## config.mk

```make
export PLATFORM = sky130hd
export DESIGN_NAME = audclk_gen
export DESIGN_NICKNAME = d
export VERILOG_FILES = /design/src/rtl/audclk_pkg.sv /design/src/rtl/audclk_cfg.sv /design/src/rtl/audclk_div.sv /design/src/rtl/audclk_wsseq.sv /design/src/rtl/audclk_csync.sv /design/src/rtl/audclk_gen.sv
export SDC_FILE = /design/constraint.sdc
export NUM_CORES = 1
export LEC_CHECK = 0
export ABC_AREA = 1
export ABC_CLOCK_PERIOD_IN_PS = 14850
export BUFFER_PORTS_ARGS = -buffer_cell sky130_fd_sc_hd__buf_2
export CAP_MARGIN = 5
export CORE_AREA = 4 4 121 100
export CTS_BUF_LIST = sky130_fd_sc_hd__clkbuf_8 sky130_fd_sc_hd__clkbuf_16
export DETAILED_ROUTE_END_ITERATION = 7
export DIE_AREA = 0 0 125 104
export PLACE_DENSITY = 0.81
export SLEW_MARGIN = 25
export SYNTH_ARGS = -nofsm -noshare
export SYNTH_HDL_FRONTEND = slang
export SYNTH_HIERARCHICAL = 1
export SYNTH_SLANG_ARGS = --single-unit
```

## constraint.sdc

```tcl
create_clock -name clk -period 14.85 [get_ports clk]
set_input_delay 2.97 -clock clk [delete_from_list [all_inputs] [get_ports clk]]
set_output_delay 2.97 -clock clk [all_outputs]
set_load 0.02 [all_outputs]
```

## src/rtl/audclk_pkg.sv

```systemverilog
// Package audclk_pkg: slot classes and the data-length decode shared by the
// audio clock generator. Assumes a 3-bit data-length code.
package audclk_pkg;

    localparam int SLOT_W = 6;

    typedef enum logic [1:0] {
        SLOT_8  = 2'd0,
        SLOT_16 = 2'd1,
        SLOT_24 = 2'd2,
        SLOT_32 = 2'd3
    } slot_e;

    // Map the data-length code and compact flag to a slot class.
    function automatic slot_e slot_class(input logic [2:0] code, input logic compact);
        slot_e cls;
        unique case (code)
            3'd0:                cls = SLOT_32;
            3'd1, 3'd2, 3'd3:    cls = compact ? SLOT_24 : SLOT_32;
            3'd4, 3'd5:          cls = SLOT_16;
            default:             cls = SLOT_8;
        endcase
        return cls;
    endfunction

    // Number of bit-clock periods in one slot of the given class.
    function automatic logic [SLOT_W-1:0] slot_bits(input slot_e cls);
        logic [SLOT_W-1:0] n;
        unique case (cls)
            SLOT_8:  n = SLOT_W'(8);
            SLOT_16: n = SLOT_W'(16);
            SLOT_24: n = SLOT_W'(24);
            default: n = SLOT_W'(32);
        endcase
        return n;
    endfunction

endpackage

```

## src/rtl/audclk_cfg.sv

```systemverilog
// Module audclk_cfg: captures the configuration while the block is idle and
// derives the bit and master clock periods plus the error flag.
// Assumes: the capture is open only while enable and run are both low, so the
// derived periods stay constant while the dividers run.
module audclk_cfg
    import audclk_pkg::*;
#(
    parameter int FS_W  = 6,
    parameter int DIV_W = 6,
    parameter int PW    = 8
) (
    input  logic                clk,
    input  logic                rst_n,
    input  logic                enable,
    input  logic                run,
    input  logic                host_mode,
    input  logic                mclk_on,
    input  logic                compact24,
    input  logic [2:0]          dlen,
    input  logic [FS_W-1:0]     fs_mult,
    input  logic [DIV_W-1:0]    mclk_div,
    output logic                host_q,
    output logic                mclk_q,
    output logic [SLOT_W-1:0]   slot_len,
    output logic [PW-1:0]       bit_period,
    output logic [PW-1:0]       mclk_period,
    output logic                bad_cfg
);

    slot_e             cls_q;
    logic [FS_W-1:0]   fs_q;
    logic [DIV_W-1:0]  div_q;
    logic [PW-1:0]     fsp1;
    logic [PW-1:0]     dbl;
    logic              frac;

    // Capture the configuration fields only while the block is idle.
    always_ff @(posedge clk) begin
        if (!rst_n) begin
            host_q <= 1'b0;
            mclk_q <= 1'b0;
            cls_q  <= SLOT_32;
            fs_q   <= '0;
            div_q  <= '0;
        end else if (!enable && !run) begin
            host_q <= host_mode;
            mclk_q <= mclk_on;
            cls_q  <= slot_class(dlen, compact24);
            fs_q   <= fs_mult;
            div_q  <= mclk_div;
        end
    end

    assign slot_len = slot_bits(cls_q);

    // Derive the bit clock period in core cycles and flag a fractional result.
    always_comb begin
        fsp1 = PW'(fs_q) + PW'(1);
        dbl  = fsp1 << 1;
        frac = 1'b0;
        bit_period = fsp1;
        if (mclk_q) begin
            unique case (cls_q)
                SLOT_32: begin
                    bit_period = fsp1 >> 1;
                    frac       = fsp1[0];
                end
                SLOT_24: begin
                    bit_period = dbl / PW'(3);
                    frac       = (dbl % PW'(3)) != '0;
                end
                SLOT_16: bit_period = fsp1;
                default: bit_period = dbl;
            endcase
        end
    end

    assign mclk_period = PW'(div_q) + PW'(1);

    // Reject settings the dividers cannot produce as whole-cycle clocks.
    always_comb begin
        bad_cfg = 1'b0;
        if (host_q) begin
            if (frac || bit_period < PW'(2))
                bad_cfg = 1'b1;
            if (mclk_q && (mclk_period < PW'(2) || (bit_period % mclk_period) != '0))
                bad_cfg = 1'b1;
        end
    end

endmodule

```

## src/rtl/audclk_div.sv

```systemverilog
// Module audclk_div: counts core cycles to make a clock of a given period.
// The output is high for ceil(P/2) cycles, then low; it restarts at the high
// phase whenever enabled. Assumes period >= 2 and constant while en is high.
module audclk_div #(
    parameter int PW = 8
) (
    input  logic          clk,
    input  logic          rst_n,
    input  logic          en,
    input  logic [PW-1:0] period,
    output logic          clk_out,
    output logic          fall
);

    logic [PW-1:0] cnt;
    logic [PW-1:0] hi;

    assign hi   = PW'(({1'b0, period} + (PW+1)'(1)) >> 1);
    assign fall = en && (cnt == hi);

    // Step the phase counter and register the clock level for this phase.
    always_ff @(posedge clk) begin
        if (!rst_n || !en) begin
            cnt     <= '0;
            clk_out <= 1'b0;
        end else begin
            clk_out <= (cnt < hi);
            cnt     <= (cnt == period - PW'(1)) ? '0 : cnt + PW'(1);
        end
    end

    assert_off_low_R12: assert property (@(posedge clk) disable iff (!rst_n)
        !en |=> !clk_out);

    assert_cnt_in_period_R6: assert property (@(posedge clk) disable iff (!rst_n)
        en |-> (cnt < period));

endmodule

```

## src/rtl/audclk_wsseq.sv

```systemverilog
// Module audclk_wsseq: counts bit-clock falling edges and produces word select
// and the slot and frame strobes. Word select changes with the falling edge
// that starts the last bit of a slot. Assumes slot length of 8 to 32.
module audclk_wsseq
    import audclk_pkg::*;
(
    input  logic              clk,
    input  logic              rst_n,
    input  logic              en,
    input  logic              fall,
    input  logic [SLOT_W-1:0] slot_len,
    output logic              ws,
    output logic              slot_stb,
    output logic              frame_stb
);

    logic [SLOT_W:0] bcnt;
    logic            mid_edge;
    logic            end_edge;

    assign mid_edge = (bcnt == {1'b0, slot_len} - (SLOT_W+1)'(1));
    assign end_edge = (bcnt == {slot_len, 1'b0} - (SLOT_W+1)'(1));

    // Advance the frame position on each falling edge and toggle word select.
    always_ff @(posedge clk) begin
        if (!rst_n || !en) begin
            bcnt      <= '0;
            ws        <= 1'b0;
            slot_stb  <= 1'b0;
            frame_stb <= 1'b0;
        end else begin
            slot_stb  <= 1'b0;
            frame_stb <= 1'b0;
            if (fall) begin
                if (end_edge) begin
                    bcnt      <= '0;
                    ws        <= 1'b0;
                    slot_stb  <= 1'b1;
                    frame_stb <= 1'b1;
                end else begin
                    bcnt <= bcnt + (SLOT_W+1)'(1);
                    if (mid_edge) begin
                        ws       <= 1'b1;
                        slot_stb <= 1'b1;
                    end
                end
            end
        end
    end

    assert_ws_on_fall_R7: assert property (@(posedge clk) disable iff (!rst_n)
        ($past(en) && (ws != $past(ws))) |-> $past(fall));

    assert_frame_left_R11: assert property (@(posedge clk) disable iff (!rst_n)
        frame_stb |-> !ws);

    assert_frame_is_slot_R11: assert property (@(posedge clk) disable iff (!rst_n)
        frame_stb |-> slot_stb);

endmodule

```

## src/rtl/audclk_csync.sv

```systemverilog
// Module audclk_csync: brings an external bit clock and word select into the
// core clock domain through two flops, and derives slot and frame strobes
// from word-select changes. Assumes both inputs are much slower than clk.
module audclk_csync (
    input  logic clk,
    input  logic rst_n,
    input  logic en,
    input  logic sck_pin,
    input  logic ws_pin,
    output logic sck_s,
    output logic ws_s,
    output logic slot_stb,
    output logic frame_stb
);

    logic sck_m;
    logic ws_m;
    logic ws_d;

    // Two-flop synchronizers plus one delayed word-select copy for edges.
    always_ff @(posedge clk) begin
        if (!rst_n) begin
            sck_m <= 1'b0;
            sck_s <= 1'b0;
            ws_m  <= 1'b0;
            ws_s  <= 1'b0;
            ws_d  <= 1'b0;
        end else begin
            sck_m <= sck_pin;
            sck_s <= sck_m;
            ws_m  <= ws_pin;
            ws_s  <= ws_m;
            ws_d  <= ws_s;
        end
    end

    assign slot_stb  = en && (ws_s != ws_d);
    assign frame_stb = en && ws_d && !ws_s;

endmodule

```

## src/rtl/audclk_gen.sv

```systemverilog
// Module audclk_gen: audio serial port clock generator. In host role it
// drives master clock, bit clock and word select from the core clock; in
// client role it passes synchronized external clocks to the port. Assumes the
// configuration inputs are stable for two cycles before enable rises.
module audclk_gen
    import audclk_pkg::*;
#(
    parameter int FS_W  = 6,
    parameter int DIV_W = 6
) (
    input  logic             clk,
    input  logic             rst_n,
    input  logic             enable,
    input  logic             host_mode,
    input  logic             mclk_on,
    input  logic             compact24,
    input  logic [2:0]       dlen,
    input  logic [FS_W-1:0]  fs_mult,
    input  logic [DIV_W-1:0] mclk_div,
    input  logic             sck_in,
    input  logic             ws_in,
    output logic             mck_o,
    output logic             sck_o,
    output logic             ws_o,
    output logic             pin_oe,
    output logic             sck_int,
    output logic             ws_int,
    output logic             frame_stb,
    output logic             slot_stb,
    output logic             cfg_err
);

    localparam int PW = (FS_W + 2 > DIV_W + 1) ? FS_W + 2 : DIV_W + 1;

    logic              run;
    logic              host_q;
    logic              mclk_q;
    logic [SLOT_W-1:0] slot_len;
    logic [PW-1:0]     bit_period;
    logic [PW-1:0]     mclk_period;
    logic              bad_cfg;
    logic              gen_en;
    logic              sck_fall;
    logic              mck_fall;
    logic              h_slot;
    logic              h_frame;
    logic              c_sck;
    logic              c_ws;
    logic              c_slot;
    logic              c_frame;

    // Register the enable so that the capture closes before the dividers start.
    always_ff @(posedge clk) begin
        if (!rst_n) run <= 1'b0;
        else        run <= enable;
    end

    audclk_cfg #(.FS_W(FS_W), .DIV_W(DIV_W), .PW(PW)) u_cfg (
        .clk        (clk),
        .rst_n      (rst_n),
        .enable     (enable),
        .run        (run),
        .host_mode  (host_mode),
        .mclk_on    (mclk_on),
        .compact24  (compact24),
        .dlen       (dlen),
        .fs_mult    (fs_mult),
        .mclk_div   (mclk_div),
        .host_q     (host_q),
        .mclk_q     (mclk_q),
        .slot_len   (slot_len),
        .bit_period (bit_period),
        .mclk_period(mclk_period),
        .bad_cfg    (bad_cfg)
    );

    assign gen_en = run && host_q && !bad_cfg;

    audclk_div #(.PW(PW)) u_mclk_div (
        .clk    (clk),
        .rst_n  (rst_n),
        .en     (gen_en && mclk_q),
        .period (mclk_period),
        .clk_out(mck_o),
        .fall   (mck_fall)
    );

    audclk_div #(.PW(PW)) u_sck_div (
        .clk    (clk),
        .rst_n  (rst_n),
        .en     (gen_en),
        .period (bit_period),
        .clk_out(sck_o),
        .fall   (sck_fall)
    );

    audclk_wsseq u_ws (
        .clk      (clk),
        .rst_n    (rst_n),
        .en       (gen_en),
        .fall     (sck_fall),
        .slot_len (slot_len),
        .ws       (ws_o),
        .slot_stb (h_slot),
        .frame_stb(h_frame)
    );

    audclk_csync u_sync (
        .clk      (clk),
        .rst_n    (rst_n),
        .en       (run && !host_q),
        .sck_pin  (sck_in),
        .ws_pin   (ws_in),
        .sck_s    (c_sck),
        .ws_s     (c_ws),
        .slot_stb (c_slot),
        .frame_stb(c_frame)
    );

    assign pin_oe    = host_q;
    assign cfg_err   = run && bad_cfg;
    assign sck_int   = host_q ? sck_o   : c_sck;
    assign ws_int    = host_q ? ws_o    : c_ws;
    assign slot_stb  = host_q ? h_slot  : c_slot;
    assign frame_stb = host_q ? h_frame : c_frame;

    assert_quiet_on_err_R8: assert property (@(posedge clk) disable iff (!rst_n)
        cfg_err |-> (!mck_o && !sck_o && !ws_o));

    assert_client_no_drive_R1: assert property (@(posedge clk) disable iff (!rst_n)
        !pin_oe |-> (!mck_o && !sck_o && !ws_o));

    assert_mck_fall_from_high_R6: assert property (@(posedge clk) disable iff (!rst_n)
        mck_fall |-> mck_o);

endmodule

```

==> results of run 1 <==
## timing repair
| item | CTS | global route |
|---|---|---|
| gates resized for setup | 0 | 61 |
| setup buffers | 0 | 9 |
| endpoints found under the setup margin | 0 | 1 |
## state kept, by name, summed over array words and instances, names as in the netlist, 2 cells and up
signal          cells
u_mclk_div/cnt      8
u_sck_div/cnt       8
u_ws/bcnt           7
u_cfg/div_q         6
u_cfg/fs_q          6
u_cfg/cls_q         2
## worst max-delay path, delay by kind of cell (launching register included)
family,cells,cell delay [ns]
simple gates,41,4.16
flops,1,0.36
compound gates,21,2.75
fa+ha+maj,8,2.32
buf+inv,17,1.15
## routing by layer
layer	GRT usage	part of all wire	vias up
met5	0	0	-
met3	0.0313	0.058	16
met2	0.337	0.42	174
met1	0.335	0.51	2816
li1	-	-	3324
met4	0.0441	0.011	0
## stage by stage
stage | instances | util | setup WS (ns) | hold slack, ns | instance area [µm²]
4_1_cts | 1192 | 0.630 | 0.0461 | 0.416 | 6810
2_1_floorplan | 1017 | - | 1.47 | 0.386 | 6360
6_report | 1202 | 0.659 | 0.801 | 0.415 | 7120
5_1_grt | 1202 | 0.659 | -0.130 | 0.439 | 7120
3_5_place_dp | 1184 | 0.615 | 0.445 | 0.396 | 6650
3_3_place_gp | 1184 | 0.615 | 0.808 | 0.387 | 6650
## layout by cell type (no fill, tap or decap), types with 12 or more instances in the layout
| cell type | instances |
|---|---|
| a21oi_1 | 34 |
| xnor2_1 | 16 |
| nand4_1 | 14 |
| o21ai_0 | 33 |
| nand3_1 | 70 |
| buf_2 | 30 |
| ha_1 | 64 |
| o21ai_1 | 14 |
| xor2_1 | 36 |
| nor2_1 | 98 |
| buf_4 | 17 |
| nor2_2 | 12 |
| nand2_1 | 253 |
| dfxtp_1 | 48 |
| inv_1 | 151 |
| nand2_2 | 24 |
## worst paths after layout
kind                  start           end  depth (start not counted)
max          u_cfg/div_q[1]       cfg_err                         87
min             u_sync/ws_m   u_sync/ws_s                          2
max reg2reg  u_cfg/div_q[1]  u_ws/bcnt[5]                         95
min reg2reg     u_sync/ws_m   u_sync/ws_s                          2
## cell type report
type	count	area [µm²]	share of cell area
clock buffer	5	125	0.0176
clock inverter	3	41.3	0.00580
inverter	160	607	0.0852
multi-input combinational	791	4860	0.682
sequential	50	1010	0.142
tap	144	180	0.0253
timing repair buffer	49	300	0.0422
==> summary.md, run 1 <==
| Metric | Value |
|---|---|
| Slew Limit Fails | 0 |
| Number of diodes | 0 |
| Clock sinks | 50 |
| CP Class | reg2out |
| Filler Cells Inserted | 990 |
| Worst-Margin Slew | 0.716 ns |
| Max-Cap Viols | 0 |
| DRT Wirelength | 15000 µm |
| CTS tree | yes |
| Worst-skew pair later-pin latency | 0.29 ns |
| Max stage delay cell, worst path | fa_2 |
| Setup TNS | 0 ns |
| Crit path DAT | 11.08 ns |
| Clock period minus worst slack | 14.05 ns |
| Syn-to-layout area delta | 12.2% |
| Largest net degree at the start of global routing | 27 |
| Final Hold Viols | 0 |
| Routed length per placed instance | 12.5 µm |
| Via count | 6330 |
| Row count | 34 |
| Core area | 10800 µm² |
| Crit path launch type | register |
| CP Capture Type | primary output |
| F_max | 71.2 MHz |
| Layout cells sized above 1 | 0.169 |
| Die height | 104 µm |
| R2R Setup Slk | 2.65 ns |
| Die area | 13000 µm² |
| CTS Buffer Depth | 2 |
| Number of port buffers | 31 |
| Final nets | 1151 |
| Netlist Area Pre-Place | 6350 µm² |
| Hold Buf Count CTS | 0 |
| Final setup violation count | 0 |
| Total congestion overflow | 0 |
| Number of buffers created by CTS | 5 |
| Setup Skew | 0.00731 ns |
| Status | finished clean |
| Top Ports | 32 |
| Crit share post-route | 0.946 |
| Initial Util | 0.587 |
| Antenna viol nets, final | 0 |
| First-pass GRT wire length | 25200 µm |
| Register clock-pin slew on the reported worst setup and hold paths | 0.07 ns |
| WP data required | 11.88 ns |
| Number of warnings printed during yosys synthesis | 6 |
| CP peak stage delay | 0.38 ns |
| Hpwl dp | 11600 µm |
| Initial DRC count | 377 |
| Cells after Synth | 1014 |
| Relative slew slack | 0.523 |
| CP Max Fanout | 8 |
| Hold Crit Class | reg2reg |
| DRC viols | 0 |
| Number of global-route vias before repair | 5713 |
| Avg Synthesized Cell Area | 6.26 µm² |
| CP dominant cell by count | nand2_1 |
| H-tree levels | 2 |
| Clk root buf | clkbuf_16 |
| Router iterations before antenna repair | 5 |
| Initial antenna violation count | 0 |
| Die X | 125 µm |
| GRT Resource Usage Total | 0.223 |
| Final RePlAce weighted congestion | 0.934 |
| Via density | 5.27 |
Power of run 1 is not shown: default switching activity piles up to over one toggle a cycle in this logic, so the estimate is an artifact.
==> run 2, diff against run 1 <==
--- a/config.mk
+++ b/config.mk
@@ -13,6 +13,7 @@
 export CTS_BUF_LIST = sky130_fd_sc_hd__clkbuf_8 sky130_fd_sc_hd__clkbuf_16
 export DETAILED_ROUTE_END_ITERATION = 7
 export DIE_AREA = 0 0 125 104
+export GPL_TIMING_DRIVEN = 0
 export PLACE_DENSITY = 0.81
 export SLEW_MARGIN = 25
 export SYNTH_ARGS = -nofsm -noshare
==> summary.md, run 2 (synthesized netlist as in run 1, its figures left out) <==
| Metric | Value |
|---|---|
| Post-Place Setup Slack | -0.742 ns |
| Routed length per placed instance | 12.5 µm |
| Die height | 104 µm |
| Max stage delay cell, worst path | inv_1 |
| Initial DRC count | 456 |
| Number of global-route vias before repair | 5626 |
| Via count | 6449 |
| Top Ports | 32 |
| Slew Limit Fails | 0 |
| Register clock-pin slew on the reported worst setup and hold paths | 0.07 ns |
| Multi-input logic area | 4990 µm² |
| F_max | 70.5 MHz |
| Setup Skew | 0.00836 ns |
| Commonest non-fill, non-tap cell in the layout | nand2_1 |
| Worst-skew pair later-pin latency | 0.30 ns |
| WP data required | 11.88 ns |
| CP peak stage delay | 0.45 ns |
| Layout cells sized above 1 | 0.197 |
| Hold Slack | 0.416 ns |
| Length in cells of the worst reg-to-reg path | 88 |
| Final setup violation count | 0 |
| Final nets | 1170 |
| CP Class | reg2out |
| Hpwl dp | 11600 µm |
| CTS Buffer Depth | 2 |
| GRT Resource Usage Total | 0.220 |
| Die area | 13000 µm² |
| CP Capture Type | primary output |
| Via density | 5.28 |
| Reg area | 1010 µm² |
| Fin cells | 1221 |
| First-pass GRT wire length | 24900 µm |
| Crit path launch type | register |
| DRC viols | 0 |
| Core area | 10800 µm² |
| H-tree levels | 2 |
| Crit path DAT | 11.21 ns |
| Relative slew slack | 0.621 |
| Number of buffers created by CTS | 5 |
| Clk root buf | clkbuf_16 |
| Number of diodes | 0 |
| Worst-Margin Slew | 0.567 ns |
| Worst Hold Path Cells | 2 |
| Die X | 125 µm |
| Final Hold Viols | 0 |
| Core Util, Final | 0.682 |
| Top Registers | u_mclk_div/cnt: 8 flops, u_sck_div/cnt: 8 flops, u_ws/bcnt: 7 flops |
| Router iterations before antenna repair | 5 |
| CTS tree | yes |
| Final worst slack | 0.672 ns |
| Number of port buffers | 31 |
| DRT Wirelength | 15200 µm |
| Most frequent cells in the layout | nand2_1 (249), inv_1 (147), nor2_1 (98) |
| Hold Buf Count CTS | 0 |
| Status | finished clean |
| Largest net degree at the start of global routing | 17 |
| Clock period minus worst slack | 14.18 ns |
| Filler Cells Inserted | 950 |
| Initial Util | 0.587 |
| Placed Cells | 1192 |
| Max-Cap Viols | 0 |
| Clock sinks | 50 |
| Initial antenna violation count | 0 |
| Total congestion overflow | 0 |
| Hold Crit Class | reg2reg |
| Antenna viol nets, final | 0 |
| Final RePlAce weighted congestion | 0.901 |
| CP dominant cell by count | nand2_1 |
| Syn-to-layout area delta | 16.1% |
| CP Max Fanout | 9 |
| Crit share post-route | 0.955 |
| Row count | 34 |
run 2: cell count changes in the layout (fill, tap and decap cells not counted), sizes merged:
cell and delta:
buf +13, clkbuf +6, bufinv -1, clkinv +1, clkinvlp -1, inv +1
run 2: per-stage QoR:
stage	area, µm²	setup TNS [ns]
after floorplan	6360	0
after global placement	6690	-0.664
after detailed placement	6690	-0.742
after CTS	6900	0
after global routing	7370	-0.149
final	7370	0
run 2: worst max-delay path: cells and delay by family (launching register included):
kind / cells / cell delay [ns]
fa+ha+maj: 8 / 2.29
simple gates: 31 / 3.21
buf+inv: 16 / 1.50
compound gates: 25 / 3.54
flops: 1 / 0.36
run 2: worst paths after layout:
path,from,endpoint,slack (ns)
worst max register to register,u_cfg/div_q[0],u_ws/bcnt[5],2.50
worst min-delay path,u_sync/sck_m,u_sync/sck_s,0.42
worst max-delay path,u_cfg/div_q[0],cfg_err,0.67
worst min register to register,u_sync/sck_m,u_sync/sck_s,0.42
run 2: layer usage:
metal  part of all wire  global-route usage  vias to the layer above
li1                   -                   -                     3383
met1               0.50               0.317                     2884
met2               0.43               0.347                      165
met3              0.060              0.0406                       17
met4              0.010              0.0356                        0
met5                  0                   0                        -
run 2: layout make-up:
type                       count  share of cell area
clock inverter                 3             0.00289
clock buffer                   5              0.0170
buffer                        17              0.0156
inverter                     160              0.0825
sequential                    50               0.137
timing repair buffer          51              0.0435
multi-input combinational    791               0.677
tap                          144              0.0244
run 2: what timing repair did:
item | in CTS | in global routing
endpoints found under the setup margin | 1 | 1
setup buffers | 1 | 19
resized for setup | 17 | 73
pin swaps | 3 | 39
hold endpoints to repair | 0 | 0
cloned | 0 | 1
Power of run 2 is left out for the same reason.
==> run 3, diff against run 2 <==
--- a/config.mk
+++ b/config.mk
@@ -9,14 +9,13 @@
 export ABC_CLOCK_PERIOD_IN_PS = 14850
 export BUFFER_PORTS_ARGS = -buffer_cell sky130_fd_sc_hd__buf_2
 export CAP_MARGIN = 5
-export CORE_AREA = 4 4 121 100
+export CORE_AREA = 4 4 113 94
 export CTS_BUF_LIST = sky130_fd_sc_hd__clkbuf_8 sky130_fd_sc_hd__clkbuf_16
 export DETAILED_ROUTE_END_ITERATION = 7
-export DIE_AREA = 0 0 125 104
+export DIE_AREA = 0 0 117 98
 export GPL_TIMING_DRIVEN = 0
 export PLACE_DENSITY = 0.81
-export SLEW_MARGIN = 25
+export RECOVER_POWER = 100
 export SYNTH_ARGS = -nofsm -noshare
 export SYNTH_HDL_FRONTEND = slang
-export SYNTH_HIERARCHICAL = 1
 export SYNTH_SLANG_ARGS = --single-unit
==> summary.md, run 3 <==
| Metric | Value |
|---|---|
| Status | finished clean |
| Die height | 98 µm |
| Clk root buf | clkbuf_16 |
| Crit path DAT | 11.14 ns |
| Die area | 11500 µm² |
| Initial antenna violation count | 0 |
| Synth area leaders | dfxtp_1 (18%), ha_1 (14%), nand2_1 (12%), inv_1 (8.4%), xor2_1 (6.5%) |
| Antenna viol nets, final | 0 |
| Final RePlAce weighted congestion | 0.876 |
| Router iterations before antenna repair | 4 |
| Distinct cell type count after synthesis | 52 |
| CP peak stage delay | 0.39 ns |
| CP Capture Type | primary output |
| Slew Limit Fails | 0 |
| Clock period minus worst slack | 14.11 ns |
| Syn-to-layout area delta | 14.9% |
| Most frequent cells in the layout | nand2_1 (175), inv_1 (119), nor2_1 (78) |
| Layout cells sized above 1 | 0.167 |
| Synth Flop Type | dfxtp_1 |
| Top Registers | u_mclk_div.cnt: 8 flops, u_sck_div.cnt: 8 flops, u_ws.bcnt: 7 flops |
| Filler Cells Inserted | 850 |
| F_max | 70.9 MHz |
| WP data required | 11.88 ns |
| CTS tree | yes |
| GRT Resource Usage Total | 0.228 |
| Yosys reg bits | 50 |
| CP Max Fanout | 7 |
| Worst-Margin Slew | 0.643 ns |
| Count leader, synth | nand2_1 |
| Post-synthesis sequential area ratio | 0.180 |
| Total congestion overflow | 0 |
| Register clock-pin slew on the reported worst setup and hold paths | 0.07 ns |
| Hpwl dp | 9850 µm |
| Core area | 9450 µm² |
| Largest net degree at the start of global routing | 16 |
| Largest area contributor in the netlist | dfxtp_1 |
| Number of buffers created by CTS | 5 |
| Number of port buffers | 31 |
| CTS Buffer Depth | 2 |
| Number of global-route vias before repair | 4829 |
| Final nets | 998 |
| Routed length per placed instance | 13.0 µm |
| Initial DRC count | 252 |
| Cells after Synth | 851 |
| Via density | 5.38 |
| First-pass GRT wire length | 22100 µm |
| DRT Wirelength | 13400 µm |
| H-tree levels | 2 |
| Most frequent cells after synthesis | nand2_1 (180), inv_1 (124), nor2_1 (86) |
| Number of diodes | 0 |
| Crit share post-route | 0.950 |
| Post-synth EDFFs | 0 |
| Avg Synthesized Cell Area | 6.52 µm² |
| Crit path launch type | register |
| Setup Skew | 0.00514 ns |
| Top Ports | 32 |
| Commonest non-fill, non-tap cell in the layout | nand2_1 |
| Share of the synthesized area in the top cell type | 0.180 |
| Final setup violation count | 0 |
| Placed Cells | 1003 |
| Async set-reset flop share out of synthesis | 0 |
| Initial Util | 0.587 |
| Number of warnings printed during yosys synthesis | 0 |
| DRC viols | 0 |
| Via count | 5540 |
| Row count | 32 |
| CP dominant cell by count | nand2_1 |
| Final instance area | 6370 µm² |
| Worst-skew pair later-pin latency | 0.29 ns |
| Die X | 117 µm |
| Hold Crit Class | reg2reg |
| Clock sinks | 50 |
| Fin cells | 1030 |
| Hold Slack | 0.414 ns |
| Max-Cap Viols | 0 |
| Relative slew slack | 0.567 |
| Max stage delay cell, worst path | dfxtp_4 |
| Post-DP Area | 5860 µm² |
| Netlist Area Pre-Place | 5550 µm² |
| CP Class | reg2out |
| Final Hold Viols | 0 |
==> run 3: kinds of logic (layout without fill, tap and decap cells) <==
group	Yosys count	after routing	share of synthesized area
compound gates	136	136	0.147
xor+xnor	61	61	0.0963
fa+ha+maj	64	64	0.146
buf+inv	139	198	0.0959
flops	50	50	0.180
mux	2	2	0.00361
other cells	1	2	0.000676
simple gates	398	398	0.330
==> run 3: repair_timing <==
| action | 4_1_cts | 5_1_grt |
|---|---|---|
| buffers inserted | 8 | 12 |
| resized for setup | 19 | 42 |
| hold buffers | 0 | 0 |
| pin swaps | 5 | 15 |
| setup endpoints to repair | 1 | 1 |
==> run 3: worst max-delay path, delay by kind of cell, from the launching register on <==
family                   cells  cell delay [ns]
AO/OA/AOI/OAI               21             2.84
adder cells (fa/ha/maj)      8             2.37
buffers and inverters       18             1.39
flip-flops                   1             0.39
multiplexers                 1             0.17
AND/OR/NAND/NOR             37             3.64
==> run 3: routing by layer <==
| layer | share of wire | routed length (µm) | track usage | up-vias |
|---|---|---|---|---|
| met2 | 0.44 | 5950 | 0.357 | 137 |
| met5 | 0 | 0 | 0 | - |
| met3 | 0.049 | 653 | 0.0254 | 15 |
| met4 | 0.015 | 203 | 0.0441 | 0 |
| li1 | - | - | - | 2896 |
| met1 | 0.49 | 6590 | 0.338 | 2492 |
==> run 3: layout make-up <==
| class | instances | area [µm²] | area share |
|---|---|---|---|
| tap | 119 | 149 | 0.0234 |
| timing repair buffer | 52 | 299 | 0.0469 |
| multi-input combinational | 663 | 4230 | 0.664 |
| clock inverter | 2 | 13.8 | 0.00216 |
| buffer | 8 | 40.0 | 0.00628 |
| inverter | 131 | 498 | 0.0781 |
| clock buffer | 5 | 125 | 0.0196 |
| sequential | 50 | 1010 | 0.159 |
==> run 3: final timing paths <==
kind	start	slack [ns]	cells after the start	endpoint
worst max-delay path	u_cfg.div_q[0]	0.74	85	cfg_err
worst min-delay path	u_sync.ws_m	0.41	2	u_sync.ws_s
worst max register to register	u_cfg.div_q[0]	3.40	87	u_mclk_div.cnt[7]
worst min register to register	u_sync.ws_m	0.41	2	u_sync.ws_s
==> run 3: through the flow <==
step / utilization / setup slack [ns] / setup TNS [ns]
after global placement: 0.620 / -1.07 / -1.07
final: 0.674 / 0.738 / 0
after CTS: 0.648 / 0.0376 / 0
after global routing: 0.674 / -0.197 / -0.197
after detailed placement: 0.620 / -1.21 / -1.21
after floorplan: - / 0.882 / 0
Power of run 3 is left out for the same reason.
